$ cat config.mk
export PLATFORM = sky130hd
export DESIGN_NAME = pwmt_top
export DESIGN_NICKNAME = d
export VERILOG_FILES = /design/src/rtl/pwmt_pkg.sv /design/src/rtl/pwmt_prescale.sv /design/src/rtl/pwmt_count.sv /design/src/rtl/pwmt_wave.sv /design/src/rtl/pwmt_flags.sv /design/src/rtl/pwmt_top.sv
export SDC_FILE = /design/constraint.sdc
export NUM_CORES = 1
export LEC_CHECK = 0
export BUFFER_PORTS_ARGS = -buffer_cell sky130_fd_sc_hd__buf_2
export CAP_MARGIN = 40
export CORE_ASPECT_RATIO = 0.6
export CORE_MARGIN = 5
export CORE_UTILIZATION = 60
export DETAILED_ROUTE_END_ITERATION = 8
export PLACE_DENSITY = 0.9
export SETUP_SLACK_MARGIN = 0.3
export SYNTH_ARGS = -nofsm -noshare
export SYNTH_HDL_FRONTEND = slang
export SYNTH_SLANG_ARGS = --single-unit
export TNS_END_PERCENT = 50
$ cat constraint.sdc
create_clock -name clk -period 12.8 [get_ports clk]
set_clock_uncertainty 0.1 [all_clocks]
set_input_delay 2.56 -clock clk [delete_from_list [all_inputs] [get_ports clk]]
set_output_delay 2.56 -clock clk [all_outputs]
set_load 0.05 [all_outputs]
$ cat src/rtl/pwmt_pkg.sv
package pwmt_pkg;
  localparam int SEL_W = 3;
  localparam int DIV_W = 10;
  localparam int FLG_CMP = 0;
  localparam int FLG_OVF = 1;

  typedef enum logic { DIR_UP = 1'b0, DIR_DOWN = 1'b1 } dir_e;

  // terminal divider value for each select code (ratio minus one)
  function automatic logic [DIV_W-1:0] tick_limit(input logic [SEL_W-1:0] code);
    case (code)
      3'd1:    tick_limit = DIV_W'(0);
      3'd2:    tick_limit = DIV_W'(7);
      3'd3:    tick_limit = DIV_W'(31);
      3'd4:    tick_limit = DIV_W'(63);
      3'd5:    tick_limit = DIV_W'(127);
      3'd6:    tick_limit = DIV_W'(255);
      3'd7:    tick_limit = DIV_W'(1023);
      default: tick_limit = '0;
    endcase
  endfunction
endpackage

$ cat src/rtl/pwmt_prescale.sv
module pwmt_prescale
  import pwmt_pkg::*;
(
  input  logic             clk,
  input  logic             rst,
  input  logic [SEL_W-1:0] sel,
  output logic             tick
);
  logic [SEL_W-1:0] sel_q;
  logic [DIV_W-1:0] div_q;
  logic             running;

  // a code change holds the divider at zero for one cycle
  assign running = (sel != '0) && (sel == sel_q);
  assign tick    = running && (div_q == tick_limit(sel));

  always_ff @(posedge clk) begin
    if (rst) begin
      sel_q <= '0;
      div_q <= '0;
    end else begin
      sel_q <= sel;
      if (!running || tick) div_q <= '0;
      else                  div_q <= div_q + 1'b1;
    end
  end

  // no tick in the cycle in which the code differs from the previous one
  a_r2_restart_quiet: assert property (@(posedge clk) disable iff (rst)
    (sel != $past(sel)) |-> !tick);
endmodule

$ cat src/rtl/pwmt_count.sv
module pwmt_count
  import pwmt_pkg::*;
#(
  parameter int W = 8
) (
  input  logic         clk,
  input  logic         rst,
  input  logic         tick,
  input  logic         wr,
  input  logic [W-1:0] wdata,
  output logic [W-1:0] count,
  output logic [W-1:0] count_next,
  output logic         going_up,
  output logic         top_hit,
  output logic         bottom_hit,
  output logic         cmp_ok
);
  localparam logic [W-1:0] TOPV = '1;

  logic [W-1:0] count_q;
  dir_e         dir_q;
  logic         blk_q;
  logic         step;

  assign step       = tick && !wr;
  assign going_up   = (count_q == '0) ? 1'b1 :
                      (count_q == TOPV) ? 1'b0 : (dir_q == DIR_UP);
  assign count_next = going_up ? count_q + 1'b1 : count_q - 1'b1;
  assign top_hit    = step && going_up && (count_next == TOPV);
  assign bottom_hit = step && (count_next == '0);
  assign cmp_ok     = step && !blk_q;
  assign count      = count_q;

  always_ff @(posedge clk) begin
    if (rst) begin
      count_q <= '0;
      dir_q   <= DIR_UP;
      blk_q   <= 1'b0;
    end else if (wr) begin
      count_q <= wdata;
      blk_q   <= 1'b1;
    end else if (tick) begin
      count_q <= count_next;
      dir_q   <= going_up ? DIR_UP : DIR_DOWN;
      blk_q   <= 1'b0;
    end
  end

  // every step moves the count by exactly one
  a_r3_unit_step: assert property (@(posedge clk) disable iff (rst)
    step |=> (count_q == $past(count_q) + 1'b1) || (count_q == $past(count_q) - 1'b1));
  // without tick or write the count holds
  a_r1_idle_hold: assert property (@(posedge clk) disable iff (rst)
    (!tick && !wr) |=> $stable(count_q));
  // a write loads the written value
  a_r10_write_load: assert property (@(posedge clk) disable iff (rst)
    wr |=> (count_q == $past(wdata)));
endmodule

$ cat src/rtl/pwmt_wave.sv
module pwmt_wave
  import pwmt_pkg::*;
#(
  parameter int W = 8
) (
  input  logic         clk,
  input  logic         rst,
  input  logic         cmp_we,
  input  logic [W-1:0] cmp_wdata,
  input  logic         invert,
  input  logic         top_hit,
  input  logic         cmp_ok,
  input  logic         going_up,
  input  logic [W-1:0] count_next,
  output logic         match,
  output logic [W-1:0] ocr_active,
  output logic         pwm
);
  localparam logic [W-1:0] TOPV = '1;

  logic [W-1:0] buf_q;
  logic [W-1:0] ocr_q;
  logic [W-1:0] ocr_eff;
  logic         lvl_q;

  assign ocr_eff    = top_hit ? buf_q : ocr_q;
  assign match      = cmp_ok && (count_next == ocr_eff);
  assign ocr_active = ocr_q;
  assign pwm        = lvl_q ^ invert;

  always_ff @(posedge clk) begin
    if (rst) begin
      buf_q <= '0;
      ocr_q <= '0;
      lvl_q <= 1'b0;
    end else begin
      if (cmp_we)  buf_q <= cmp_wdata;
      if (top_hit) ocr_q <= buf_q;
      // the top always takes the rising-match level, keeping pulses centred
      if (top_hit)    lvl_q <= (ocr_eff == TOPV);
      else if (match) lvl_q <= going_up ? 1'b0 : (ocr_eff != '0);
    end
  end

  // zero threshold keeps the level low, full threshold keeps it high
  a_r6_zero_low: assert property (@(posedge clk) disable iff (rst)
    ((ocr_eff == '0) && !lvl_q) |=> !lvl_q);
  a_r6_full_high: assert property (@(posedge clk) disable iff (rst)
    ((ocr_eff == TOPV) && lvl_q) |=> lvl_q);
  // the working threshold changes only at the top
  a_r4_load_at_top: assert property (@(posedge clk) disable iff (rst)
    !top_hit |=> $stable(ocr_q));
endmodule

$ cat src/rtl/pwmt_flags.sv
module pwmt_flags (
  input  logic clk,
  input  logic rst,
  input  logic set_cmp,
  input  logic set_ovf,
  input  logic clr_cmp,
  input  logic clr_ovf,
  output logic cmp_flag,
  output logic ovf_flag
);
  always_ff @(posedge clk) begin
    if (rst) begin
      cmp_flag <= 1'b0;
      ovf_flag <= 1'b0;
    end else begin
      cmp_flag <= set_cmp || (cmp_flag && !clr_cmp);
      ovf_flag <= set_ovf || (ovf_flag && !clr_ovf);
    end
  end

  // a set event always leaves its flag raised
  a_r9_set_wins: assert property (@(posedge clk) disable iff (rst)
    (set_cmp || set_ovf) |=> ((!$past(set_cmp) || cmp_flag) && (!$past(set_ovf) || ovf_flag)));
endmodule

$ cat src/rtl/pwmt_top.sv
module pwmt_top
  import pwmt_pkg::*;
#(
  parameter int W = 8
) (
  input  logic             clk,
  input  logic             rst,
  input  logic [SEL_W-1:0] clk_sel,
  input  logic [W-1:0]     cmp_wdata,
  input  logic             cmp_we,
  input  logic             invert,
  input  logic [W-1:0]     cnt_wdata,
  input  logic             cnt_we,
  input  logic [1:0]       flag_clr,
  output logic             pwm_out,
  output logic             cmp_flag,
  output logic             ovf_flag,
  output logic [W-1:0]     count
);
  localparam logic [W-1:0] TOPV = '1;

  logic         tick;
  logic [W-1:0] count_next;
  logic         going_up;
  logic         top_hit;
  logic         bottom_hit;
  logic         cmp_ok;
  logic         match;
  logic [W-1:0] ocr_active;

  pwmt_prescale u_ps (
    .clk (clk),
    .rst (rst),
    .sel (clk_sel),
    .tick(tick)
  );

  pwmt_count #(.W(W)) u_cnt (
    .clk       (clk),
    .rst       (rst),
    .tick      (tick),
    .wr        (cnt_we),
    .wdata     (cnt_wdata),
    .count     (count),
    .count_next(count_next),
    .going_up  (going_up),
    .top_hit   (top_hit),
    .bottom_hit(bottom_hit),
    .cmp_ok    (cmp_ok)
  );

  pwmt_wave #(.W(W)) u_wave (
    .clk       (clk),
    .rst       (rst),
    .cmp_we    (cmp_we),
    .cmp_wdata (cmp_wdata),
    .invert    (invert),
    .top_hit   (top_hit),
    .cmp_ok    (cmp_ok),
    .going_up  (going_up),
    .count_next(count_next),
    .match     (match),
    .ocr_active(ocr_active),
    .pwm       (pwm_out)
  );

  pwmt_flags u_flg (
    .clk     (clk),
    .rst     (rst),
    .set_cmp (match),
    .set_ovf (bottom_hit),
    .clr_cmp (flag_clr[FLG_CMP]),
    .clr_ovf (flag_clr[FLG_OVF]),
    .cmp_flag(cmp_flag),
    .ovf_flag(ovf_flag)
  );

  // arriving at the top by counting gives the low (un-inverted) level
  a_r7_top_level: assert property (@(posedge clk) disable iff (rst)
    ((count == TOPV) && ($past(count) == TOPV - 1'b1) && !$past(cnt_we) && (ocr_active != TOPV))
      |-> (pwm_out == invert));
  // counting down onto zero raises the overflow flag
  a_r9_ovf_at_bottom: assert property (@(posedge clk) disable iff (rst)
    ((count == '0) && ($past(count) == W'(1)) && !$past(cnt_we)) |-> ovf_flag);
endmodule

# Yosys cells after proc, flatten, opt, wreduce, memory -nomap -nowiden
# Cells that the tools add are included.
[op_classes]
n_addsub = 3
multipliers = 0
div = 0
magnitude_cmp = 0
n_eq_ne = 12
shifts = 0
n_mux = 13
bitwise = 3
n_reduce_logical = 26
[ops]
columns = ["op", "count"]
rows = [
  ["case mux 10 bit (6 select lines)", 1],
  ["2-to-1 mux 8 bit", 4],
  ["equality test 8 bit (second input constant)", 3],
  ["zero test 8 bit", 2],
  ["equality test 3 bit (second input constant)", 4],
  ["adder 10 x 1 -> 10 bit (second input constant)", 1],
  ["equality test 10 bit", 1],
  ["logical AND 1 bit", 10],
  ["adder 8 x 1 -> 8 bit (second input constant)", 1],
  ["equality test 8 bit", 1],
  ["2-to-1 mux 1 bit", 8],
  ["nonzero test 8 bit", 1],
  ["subtractor 8 x 1 -> 8 bit (second input constant)", 1],
  ["equality test 3 x 2 -> 1 bit (second input constant)", 2],
  ["zero test 1 bit", 5],
  ["nonzero test 2 bit", 2],
  ["equality test 3 bit", 1],
  ["logical OR 1 bit", 3],
  ["nonzero test 3 bit", 1],
  ["inverter 1 bit", 2],
  ["AND reduction 2 bit", 1],
  ["OR reduction 2 bit", 1],
  ["bitwise XOR 1 bit", 1],
]
[word_totals]
register_bits = 42
latch_bits = 0
mem_bits_rw = 0
rom_bits = 0
input_bits = 26
output_inout_bits = 11
word_cells = 67
memories = 0

# Longest topological paths before layout
# Gate-level depths: netlist (run 1).
[depth]
ltp_word = 12
mapped_depth = 16
ltp_nobuf = 15

# Modules after synthesis
# A second synthesis (run 1) with hierarchy kept.
[unflattened]
cells_unflattened = 284
hier_area_um2 = 2493.6
[by_module_without_submodules]
columns = ["mod", "n_inst", "cells_per_inst", "area_each_um2", "seq_area_each_um2"]
rows = [
  ["pwmt_count", 1, 115, 893.4, 200.2],
  ["pwmt_wave", 1, 82, 808.3, 340.3],
  ["pwmt_prescale", 1, 79, 721.9, 260.2],
  ["pwmt_flags", 1, 8, 70.1, 40.0],
]

# Worst setup path before layout (run 1)
# No wires, ideal clock.
[synth_path]
path_kind = "in2out"
startpoint = "input invert"
endpoint = "output pwm_out"
arrival_time_ns = 3.309
t_required_ns = 10.140
path_slack_ns = 6.831
cell_stages = 1
path_buffers = 0
cell_sequence = "xor2_1"
[synth_via]
elab_chain_len = 1
[synth_lines]
columns = ["element", "line_no", "text"]
rows = [
  ["start: declaration", "pwmt_top.sv:11", "input logic invert,"],
  ["bitwise XOR 1 bit", "pwmt_wave.sv:29", "assign pwm = lvl_q ^ invert;"],
  ["end: declaration", "pwmt_top.sv:15", "output logic pwm_out,"],
]
# Every way passes these cells.

# Final worst setup path (run 1)
# Same ends and word-level chain as after synthesis.

==> flow_summary_export.csv, run 1 <==
group,metric,value,unit
status,status,"finished clean",
setup_path,cp_slowest_stage_delay,0.27,ns
synth,synthSimpleGateAreaFrac,0.2598,
setup_path,critPathSlowestCell,"buf_2",
synth,synth_warnings,0,
synth,yosysTopAreaCellShare,0.3370,
detailed_routing,dr_total_vias,2402,
floorplanning,die_y,59.95,um
cells_and_area,area_growth,10.63,%
synth,synth_fa_ha_area_frac,0.05316,
run,drv_cap,0,
place,dp_cells,379,
setup_path,critical_path_arrival,3.05,ns
pwr,power_leakage,1.165,nW
place,place_ws,7.049,ns
sta,period_share,0.4459,
setup_path,crit_chain,"buf_2, xor2_1, buf_2",
clocking,clkTransAtPathRegs,0.08,ns
cells_and_area,antenna_cells,0,
synth,synth_top_flop_cell,"dfxtp_1",
detailed_routing,drcViolationCount,0,
synth,synth_area_leaders,"dfxtp_1 34%, nor2_1 8.1%, a21oi_1 6.0%",
synth,syn_inst,307,
sta,period_needed,5.708,ns
setup_path,crit_top_cell,"buf_2",
clocking,cts_hold_buffers,0,
clocking,cts.sinks,42,
global_routing,overflow,0,
clocking,cts-root-buf,"clkbuf_8",
synth,synth_xor_area_frac,0.08776,
setup_path,setup.worst_path.start_class,"input pin",
place,place_area,2670,um^2
detailed_routing,drt-initial-drc-count,334,
global_routing,grt_pass1_vias,2107,
place,hpwl,4.856,mm
global_routing,grt_start_max_net_pins,35,
floorplanning,fp.dieW,93.25,um
synth,synth_top_family_by_area,"simple AND/OR/NAND/NOR gates",
pwr,p_total,265.8,uW
floorplanning,core,4054,um^2
synth,ys_ff_latch,42,
synth,yosysUniqueCellTypes,55,
place,portBuffers,36,
clocking,cts_tree,"built",
place,gp_congestion,0.9509,
min_path,min_path_type,"reg -> reg",
cells_and_area,design_area,2760,um^2
cells_and_area,layout-drive-gt1-share,0.1632,
sta,hold_ws,0.3772,ns
sta,rsz0062_at_grt,"no",
pwr,peakVddDrop,0.06491,mV
global_routing,grt_pass1_wl,10.53,mm
synth,synth-seq-area-share,0.3370,
detailed_routing,antenna_left,0,
cells_and_area,fillers,314,
clocking,clk_latency,0.30,ns
setup_path,critPathKind,"in -> out",
sta,timing.setup.tns,0,ns
global_routing,track_usage,0.2447,
floorplanning,rows,18,
detailed_routing,wl_per_cell,16.56,um
sta,slew_viol_final,0,
synth,synth_most_common_cell,"nor2_1",
synth,async_reset_ff_frac,0,
sta,slew_headroom,0.4568,
pwr,p_per_area,96.30,nW/um^2
synth,synth_fp_nets,343,
setup_path,cp_top_family,"buffers and inverters",
cells_and_area,instances_no_fill,387,
clocking,post-cts-setup-buffers,0,
synth,yosysTopAreaCell,"dfxtp_1",
sta,clock.fmax,175.2,MHz
floorplanning,initial_core_util,0.6154,
setup_path,end_kind,"output port",
cells_and_area,final_core_util,0.6809,
cells_and_area,fin_nets,372,
synth,synth_compound_area_frac,0.1655,
synth,synth-edff-count,0,
sta,hold_violations,0,
setup_path,worst_ep_required_time,10.14,ns
sta,tightest_slew,0.8085,ns
detailed_routing,vias_per_cell,6.207,
clocking,clockBufferDepth,2,
floorplanning,dieArea,5590,um^2
synth,muxShareOfSynthArea,0.05466,
detailed_routing,routed_wl,6.408,mm
setup_path,cp_max_fo,1,
detailed_routing,detail_route.first_pass.iterations,5,
synth,synthTopCellsByCount,"54 x nor2_1, 42 x dfxtp_1, 30 x a21oi_1, 16 x xor2_1",
clocking,postCtsResizedCells,0,
sta,setup_violations,0,
synth,synth_area,2495,um^2
clocking,cts_buffers,5,
sta,layout_setup_ws,7.092,ns
global_routing,antenna_found_initial,0,
synth,syn_area_per_cell,8.127,um^2
floorplanning,io_pins,37,
setup_path,path_buf_inv,2,
clocking,htree_levels,2,
==> final timing paths <==
kind / start / to / slack (ns) / cells after the start
setup reg to reg: u_cnt.count[1]$_SDFFE_PP0P_ / u_wave.lvl_q$_SDFFE_PP0P_ / 8.15 / 15
setup / recovery: invert / pwm_out / 7.09 / 3
hold reg to reg: u_cnt.dir_q$_SDFFE_PP0N_ / u_cnt.dir_q$_SDFFE_PP0N_ / 0.38 / 2
hold / removal: u_cnt.dir_q$_SDFFE_PP0N_ / u_cnt.dir_q$_SDFFE_PP0N_ / 0.38 / 2
==> final cells by class <==
cell class              count  area (um^2)  share of cell area
multi-input cells         242         1549              0.5612
flip-flops and latches     42        840.8              0.3046
repair buffers             37        187.7             0.06800
clock buffers               5        68.82             0.02493
well taps                  50        62.56             0.02267
inverters                   8        30.03             0.01088
clock inverters             3        21.27            0.007706
==> layout by cell type, fill, tap and decap left out, types with 5 or more instances in the layout <==
| cell | n |
|---|---|
| xnor2_1 | 9 |
| a21oi_1 | 30 |
| ha_1 | 9 |
| dfxtp_1 | 42 |
| nor4_1 | 10 |
| nor3_1 | 6 |
| clkbuf_8 | 5 |
| mux2i_1 | 11 |
| nand2_1 | 15 |
| or3_1 | 5 |
| nor2_1 | 54 |
| nand3_1 | 15 |
| xor2_1 | 16 |
| inv_1 | 8 |
| buf_2 | 36 |
| nor2b_1 | 6 |
| nand4_1 | 8 |
==> flip-flops by register name, indices dropped and copies added, names as in the netlist <==
register,count
u_cnt.dir_q,1
u_ps.sel_q,3
u_wave.ocr_active,8
u_flg.ovf_flag,1
u_flg.cmp_flag,1
u_wave.buf_q,8
u_wave.lvl_q,1
u_cnt.count,8
u_ps.div_q,10
u_cnt.blk_q,1
==> where the power goes <==
group / switching [mW] / leakage [nW] / total (mW) / internal (mW)
Combinational: 0.0247 / 0.778 / 0.0390 / 0.0142
Sequential: 0.00556 / 0.343 / 0.140 / 0.134
Clock: 0.0487 / 0.0441 / 0.0870 / 0.0383
Total: 0.0789 / 1.17 / 0.266 / 0.187
==> cells by family after synthesis <==
| kind of cell | Yosys count |
|---|---|
| buffers and inverters | 23 |
| multiplexers | 13 |
| flip-flops | 42 |
| adder cells (fa/ha/maj) | 10 |
| AO/OA/AOI/OAI | 62 |
| AND/OR/NAND/NOR | 132 |
| XOR/XNOR | 25 |
==> layer usage <==
layer  share of wire  global-route usage  wire [um]  up-vias
met4           0.010             0.06889         65        0
met1            0.48              0.3827       3066     1104
met3            0.12             0.06289        775       11
li1                -                   -          -     1151
met2            0.39              0.3211       2501      136
met5               0                   0          0        -
==> worst reg2reg max path, stage by stage, from the launching register on <==
cell and delay [ns]:
dfxtp_1 0.52, nand4_1 0.15, o21bai_1 0.20, a21boi_1 0.20, buf_4 0.22, ha_1 0.32, nor2b_1 0.17, o31a_1 0.29
a21o_1 0.28, or4_1 0.50, or4_4 0.54, o21ai_1 0.18, o311ai_1 0.18, a221oi_2 0.29, a21oi_2 0.10, mux2_4 0.30
(Power assumes the default switching activity.)
==> run 2: changes to the inputs <==
--- a/config.mk
+++ b/config.mk
@@ -5,13 +5,14 @@
 export SDC_FILE = /design/constraint.sdc
 export NUM_CORES = 1
 export LEC_CHECK = 0
+export ABC_AREA = 1
 export BUFFER_PORTS_ARGS = -buffer_cell sky130_fd_sc_hd__buf_2
 export CAP_MARGIN = 40
 export CORE_ASPECT_RATIO = 0.6
 export CORE_MARGIN = 5
-export CORE_UTILIZATION = 60
+export CORE_UTILIZATION = 52
 export DETAILED_ROUTE_END_ITERATION = 8
-export PLACE_DENSITY = 0.9
+export PLACE_DENSITY = 0.83
 export SETUP_SLACK_MARGIN = 0.3
 export SYNTH_ARGS = -nofsm -noshare
 export SYNTH_HDL_FRONTEND = slang
==> constraint.sdc (replaced) <==
create_clock -name clk -period 4.62 [get_ports clk]
set_clock_uncertainty 0.1 [all_clocks]
set_input_delay 0.924 -clock clk [delete_from_list [all_inputs] [get_ports clk]]
set_output_delay 0.924 -clock clk [all_outputs]
set_load 0.05 [all_outputs]
==> run 2 against run 1 <==
- sequential power grew to 2.7 times the previous value
- synthesized cell count grew 40%
- utilization shrank 6.9 points
- wire length grew 16%
==> flow_summary_export.csv, run 2 <==
group,metric,value,unit
status,status,"finished clean",
cells_and_area,largest_reg_flops,10,
synth,ys_ff_latch,42,
place,dp_cells,526,
pwr,p_per_area,252.7,nW/um^2
sta,hold_violations,0,
setup_path,worst_ep_required_time,4.72,ns
setup_path,critPathKind,"reg -> reg",
place,hpwl,5.975,mm
pwr,peakVddDrop,0.1409,mV
synth,syn_inst,430,
clocking,postCtsResizedCells,0,
synth,synth_fa_ha_area_frac,0.04753,
synth,synth_top_family_by_area,"simple AND/OR/NAND/NOR gates",
detailed_routing,vias_per_cell,5.339,
synth,synthTopCellsByCount,"117 x nand2_1, 64 x inv_1, 46 x nor2_1, 42 x dfxtp_1, 36 x nand3_1",
floorplanning,dieArea,6979,um^2
sta,hold_ws,0.3675,ns
cells_and_area,layout_common_cells,"117 x nand2_1, 63 x inv_1, 46 x nor2_1",
floorplanning,core,5130,um^2
clocking,clockBufferDepth,2,
detailed_routing,antenna_left,0,
synth,synth_fp_nets,466,
sta,tightest_slew,0.4932,ns
setup_path,cp_max_fo,9,
sta,period_needed,3.917,ns
global_routing,grt_pass1_wl,12.19,mm
detailed_routing,routed_wl,7.408,mm
cells_and_area,fillers,506,
detailed_routing,drcViolationCount,0,
sta,slew_headroom,0.6701,
sta,clock.fmax,255.3,MHz
synth,yosysTopAreaCell,"dfxtp_1",
floorplanning,fp.dieW,104.6,um
floorplanning,initial_core_util,0.5439,
synth,muxShareOfSynthArea,0,
clocking,cts_hold_buffers,0,
global_routing,overflow,0,
clocking,clk_latency,0.30,ns
synth,yosysTopAreaCellShare,0.3013,
synth,async_reset_ff_frac,0,
clocking,cts_buffers,5,
synth,synth_compound_area_frac,0.09372,
cells_and_area,final_core_util,0.6120,
pwr,power_leakage,1.559,nW
cells_and_area,final_common_cell,"nand2_1",
synth,synth-edff-count,0,
synth,synth_top_flop_cell,"dfxtp_1",
synth,synth-seq-area-share,0.3013,
clocking,cts.sinks,42,
sta,setup_violations,0,
floorplanning,io_pins,37,
cells_and_area,area_growth,12.51,%
cells_and_area,antenna_cells,0,
min_path,min_path_type,"reg -> reg",
sta,slew_viol_final,0,
detailed_routing,wl_per_cell,13.87,um
detailed_routing,detail_route.first_pass.iterations,5,
sta,rsz0062_at_grt,"no",
detailed_routing,dr_total_vias,2851,
floorplanning,die_y,66.74,um
synth,synth_xor_area_frac,0.03184,
setup_path,setup.worst_path.start_class,"flop",
clocking,clkTransAtPathRegs,0.08,ns
global_routing,grt_start_max_net_pins,24,
setup_path,critical_path_arrival,4.01,ns
synth,synth_area,2790,um^2
pwr,p_total,793.2,uW
cells_and_area,instances_no_fill,534,
synth,synth_most_common_cell,"nand2_1",
detailed_routing,drt-initial-drc-count,287,
clocking,post-cts-setup-buffers,0,
run,drv_cap,0,
cells_and_area,regMostFlops,"u_ps.div_q",
clocking,htree_levels,2,
synth,synth_area_leaders,"dfxtp_1 30%, nand2_1 16%, inv_1 8.6%",
global_routing,track_usage,0.2189,
synth,syn_area_per_cell,6.489,um^2
place,portBuffers,36,
synth,synth_warnings,0,
floorplanning,rows,20,
sta,period_share,0.8477,
global_routing,antenna_found_initial,0,
global_routing,grt_pass1_vias,2565,
place,gp_congestion,0.9510,
synth,yosysUniqueCellTypes,38,
cells_and_area,layout-drive-gt1-share,0.1838,
synth,synthSimpleGateAreaFrac,0.4197,
cells_and_area,fin_nets,503,
clocking,cts_tree,"built",
sta,timing.setup.tns,0,ns
setup_path,end_kind,"flop",
clocking,cts-root-buf,"clkbuf_8",
run 2: cell count changes in the layout (fill, tap and decap cells not counted), sizes merged, moves of 7 or more:
| cell | previous run | this run |
|---|---|---|
| xnor2 | 9 | 1 |
| nand2 | 16 | 132 |
| inv | 8 | 68 |
| o21ai | 5 | 12 |
| a21oi | 31 | 19 |
| nor4 | 10 | 1 |
| nand3 | 15 | 39 |
| mux2i | 11 | 0 |
| xor2 | 16 | 7 |
run 2: layout make-up:
class                   count  area (um^2)  share of cell area
repair buffers             36        180.2             0.05739
flip-flops and latches     42        840.8              0.2678
clock inverters             3        40.04             0.01275
inverters                  70        267.8             0.08529
well taps                  66        82.58             0.02631
clock buffers               5        68.82             0.02192
multi-input cells         312         1659              0.5285
run 2: worst paths after layout:
check             slack (ns)  depth (start not counted)                        end                         from
hold / removal          0.37                          2  u_flg.cmp_flag$_SDFF_PP0_    u_flg.cmp_flag$_SDFF_PP0_
hold reg to reg         0.37                          2  u_flg.cmp_flag$_SDFF_PP0_    u_flg.cmp_flag$_SDFF_PP0_
setup reg to reg        0.70                         23  u_wave.lvl_q$_SDFFE_PP0P_  u_cnt.count[0]$_SDFFE_PP0P_
setup / recovery        0.70                         23  u_wave.lvl_q$_SDFFE_PP0P_  u_cnt.count[0]$_SDFFE_PP0P_
run 2: power by group:
group | internal, mW | switching [mW]
Clock | 0.159 | 0.134
Sequential | 0.373 | 0.00875
Combinational | 0.0361 | 0.0828
run 2: critical path: stages (launching register included):
cell and delay, ns:
dfxtp_1 0.39, inv_2 0.15, nand2_1 0.06, nor2_1 0.10, nand2_1 0.10, nand2_2 0.17
clkinvlp_4 0.22, ha_1 0.40, a21oi_1 0.23, nand2_2 0.13, nand2_1 0.10, nand3_1 0.08
nand2_2 0.16, inv_1 0.13, nor2_4 0.21, nand3_4 0.16, nand2_2 0.13, nand2_1 0.09
nand2_1 0.09, nand3_1 0.09, nor2_2 0.20, nand3_2 0.12, a21oi_1 0.16, nor2_1 0.06
run 2: through the flow:
| step | cell area, um^2 | worst slack (ns) |
|---|---|---|
| floorplan | 2790 | 1.110 |
| finish | 3139 | 0.7034 |
| CTS | 3131 | 0.6812 |
| global route | 3139 | 0.3070 |
| global placement | 3022 | 0.8995 |
| detailed placement | 3022 | 0.7346 |
run 2: kinds of logic (layout without fill, tap and decap cells):
family	count (synthesis)	count (layout)
AND/OR/NAND/NOR	250	250
XOR/XNOR	8	8
flip-flops	42	42
buffers and inverters	76	114
AO/OA/AOI/OAI	44	44
adder cells (fa/ha/maj)	10	10
run 2: metal layers:
layer,vias to the layer above,track usage,part of all wire
met4,0,0.04362,0.0074
met2,143,0.3155,0.38
met1,1260,0.3288,0.50
met5,-,0,0
met3,7,0.05034,0.12
li1,1441,-,-
==> run 3: changes to the inputs <==
==> constraint.sdc (replaced) <==
create_clock -name clk -period 3.35 [get_ports clk]
set_clock_uncertainty 0.1 [all_clocks]
set_input_delay 0.67 -clock clk [delete_from_list [all_inputs] [get_ports clk]]
set_output_delay 0.67 -clock clk [all_outputs]
set_load 0.05 [all_outputs]
==> run 3 against run 2 <==
- the flow now finishes with violations (setup timing)
- sequential share of layout area down 6.1 points
- fmax rose by 4.1%
- final cell count increased by 13%
- non-clock buffer count up 70
- critical path depth did not move
- utilization grew 21 points
- critical endpoint is now u_flg.cmp_flag$_SDFF_PP0_
- power grew 42%
- first-iteration DRC count increased by 110%
- wire length is 65% higher
==> flow_summary_export.csv, run 3 (same netlist as run 2, synthesis figures left out) <==
group,metric,value,unit
setup_path,end_kind,"flop",
floorplanning,initial_core_util,0.5439,
sta,period_needed,3.761,ns
global_routing,grt_pass1_vias,3143,
place,place_ws,-0.1310,ns
setup_path,critical_path_arrival,3.90,ns
sta,slew_headroom,0.6681,
sta,hold_ws,0.3796,ns
clocking,cts_buffers,5,
setup_path,worst_ep_required_time,3.49,ns
floorplanning,dieArea,6979,um^2
detailed_routing,wl_per_cell,20.26,um
cells_and_area,final_common_cell,"nand2_1",
min_path,min_path_type,"reg -> reg",
clocking,cts_tree,"built",
pwr,power_leakage,2.033,nW
cells_and_area,regMostFlops,"u_ps.div_q",
clocking,cts-root-buf,"clkbuf_8",
setup_path,setup.worst_path.start_class,"flop",
floorplanning,rows,20,
cells_and_area,fillers,284,
sta,tightest_slew,0.4978,ns
sta,layout_setup_ws,-0.4111,ns
clocking,clk_latency,0.30,ns
detailed_routing,drcViolationCount,0,
cells_and_area,antenna_cells,0,
pwr,peakVddDrop,0.2200,mV
cells_and_area,fin_nets,574,
detailed_routing,detail_route.first_pass.iterations,7,
sta,rsz0062_at_grt,"yes",
clocking,cts.sinks,42,
clocking,clkTransAtPathRegs,0.08,ns
sta,hold_violations,0,
clocking,cts_hold_buffers,0,
global_routing,grt_pass1_wl,15.15,mm
pwr,p_per_area,266.3,nW/um^2
run,drv_cap,0,
floorplanning,core,5130,um^2
global_routing,grt_start_max_net_pins,24,
place,hpwl,6.182,mm
sta,period_share,1.123,
cells_and_area,multi_input_area,2100,um^2
status,status,"complete, but fails checks",
clocking,clockBufferDepth,2,
place,portBuffers,36,
sta,timing.setup.tns,-0.8164,ns
detailed_routing,routed_wl,12.26,mm
setup_path,cp_max_fo,5,
cells_and_area,largest_reg_flops,10,
cells_and_area,area_growth,51.26,%
global_routing,antenna_found_initial,0,
sta,setup_violations,2,
cells_and_area,regArea,870.8,um^2
sta,clock.fmax,265.9,MHz
status,violations,"setup timing",
detailed_routing,dr_total_vias,3658,
global_routing,overflow,0,
floorplanning,die_y,66.74,um
global_routing,track_usage,0.2735,
setup_path,critPathKind,"reg -> reg",
detailed_routing,drt-initial-drc-count,594,
clocking,htree_levels,2,
floorplanning,fp.dieW,104.6,um
cells_and_area,layout-drive-gt1-share,0.4304,
detailed_routing,antenna_left,0,
floorplanning,io_pins,37,
place,gp_congestion,0.9608,
sta,slew_viol_final,0,
cells_and_area,layout_common_cells,"93 x nand2_1, 59 x buf_4, 55 x inv_1",
detailed_routing,vias_per_cell,6.046,
## run 3: worst paths after layout
path	start	end	cells after the start	slack, ns
setup / recovery	u_cnt.count[5]$_SDFFE_PP0P_	u_flg.cmp_flag$_SDFF_PP0_	23	-0.41
hold / removal	u_flg.cmp_flag$_SDFF_PP0_	u_flg.cmp_flag$_SDFF_PP0_	2	0.38
setup reg to reg	u_cnt.count[5]$_SDFFE_PP0P_	u_flg.cmp_flag$_SDFF_PP0_	23	-0.41
hold reg to reg	u_flg.cmp_flag$_SDFF_PP0_	u_flg.cmp_flag$_SDFF_PP0_	2	0.38
## run 3: metal layers
| metal | track usage | vias up | routed length (um) |
|---|---|---|---|
| met4 | 0.08078 | 0 | 914 |
| met2 | 0.4409 | 313 | 5188 |
| met5 | 0 | - | 0 |
| met1 | 0.3465 | 1659 | 4629 |
| met3 | 0.09681 | 106 | 1524 |
| li1 | - | 1580 | - |
## run 3: power breakdown
part,switching (mW),internal [mW]
logic,0.168,0.105
clock network,0.182,0.144
registers,0.0131,0.512
## run 3: layout make-up
| type | count | share of cell area |
|---|---|---|
| Inverter | 70 | 0.06789 |
| Multi-Input combinational cell | 313 | 0.4975 |
| Clock buffer | 6 | 0.01720 |
| Timing Repair Buffer | 106 | 0.1894 |
| Tap cell | 66 | 0.01957 |
| Sequential cell | 42 | 0.2063 |
| Clock inverter | 2 | 0.002075 |
## run 3: what timing repair did
item | 4_1_cts | 5_1_grt
buffers inserted | 31 | 17
pin swaps | 45 | 39
gates cloned | 1 | 0
gates resized for setup | 70 | 37
endpoints found under the hold margin | 0 | 0
endpoints found under the setup margin | 3 | 4
## run 3: stage by stage
| stage | utilization | area [um^2] | cells | power (mW) |
|---|---|---|---|---|
| after floorplan | - | 2859 | 430 | 0.6512 |
| after global placement | 0.6371 | 3268 | 548 | 0.7110 |
| after detailed placement | 0.6371 | 3268 | 548 | 0.7156 |
| after CTS | 0.7617 | 3908 | 588 | 1.070 |
| after global routing | 0.8227 | 4220 | 605 | 1.158 |
| final | 0.8227 | 4220 | 605 | 1.124 |
## run 3: worst max-delay path, cell delays in order (launching register included)
cell	delay (ns)
dfxtp_4	0.38
nand2_1	0.08
nor2_2	0.17
nand2_2	0.08
nand2_2	0.12
nand2_4	0.12
buf_12	0.15
fa_2	0.39
buf_12	0.16
xor2_4	0.17
inv_2	0.10
nand2_4	0.08
nor2_4	0.13
nand2_2	0.08
nor2_4	0.19
nand3_4	0.14
nand2_1	0.13
nand2_2	0.11
nand2_1	0.12
nand3b_1	0.13
nor2_2	0.20
nand3_4	0.11
buf_4	0.15
a21oi_2	0.10
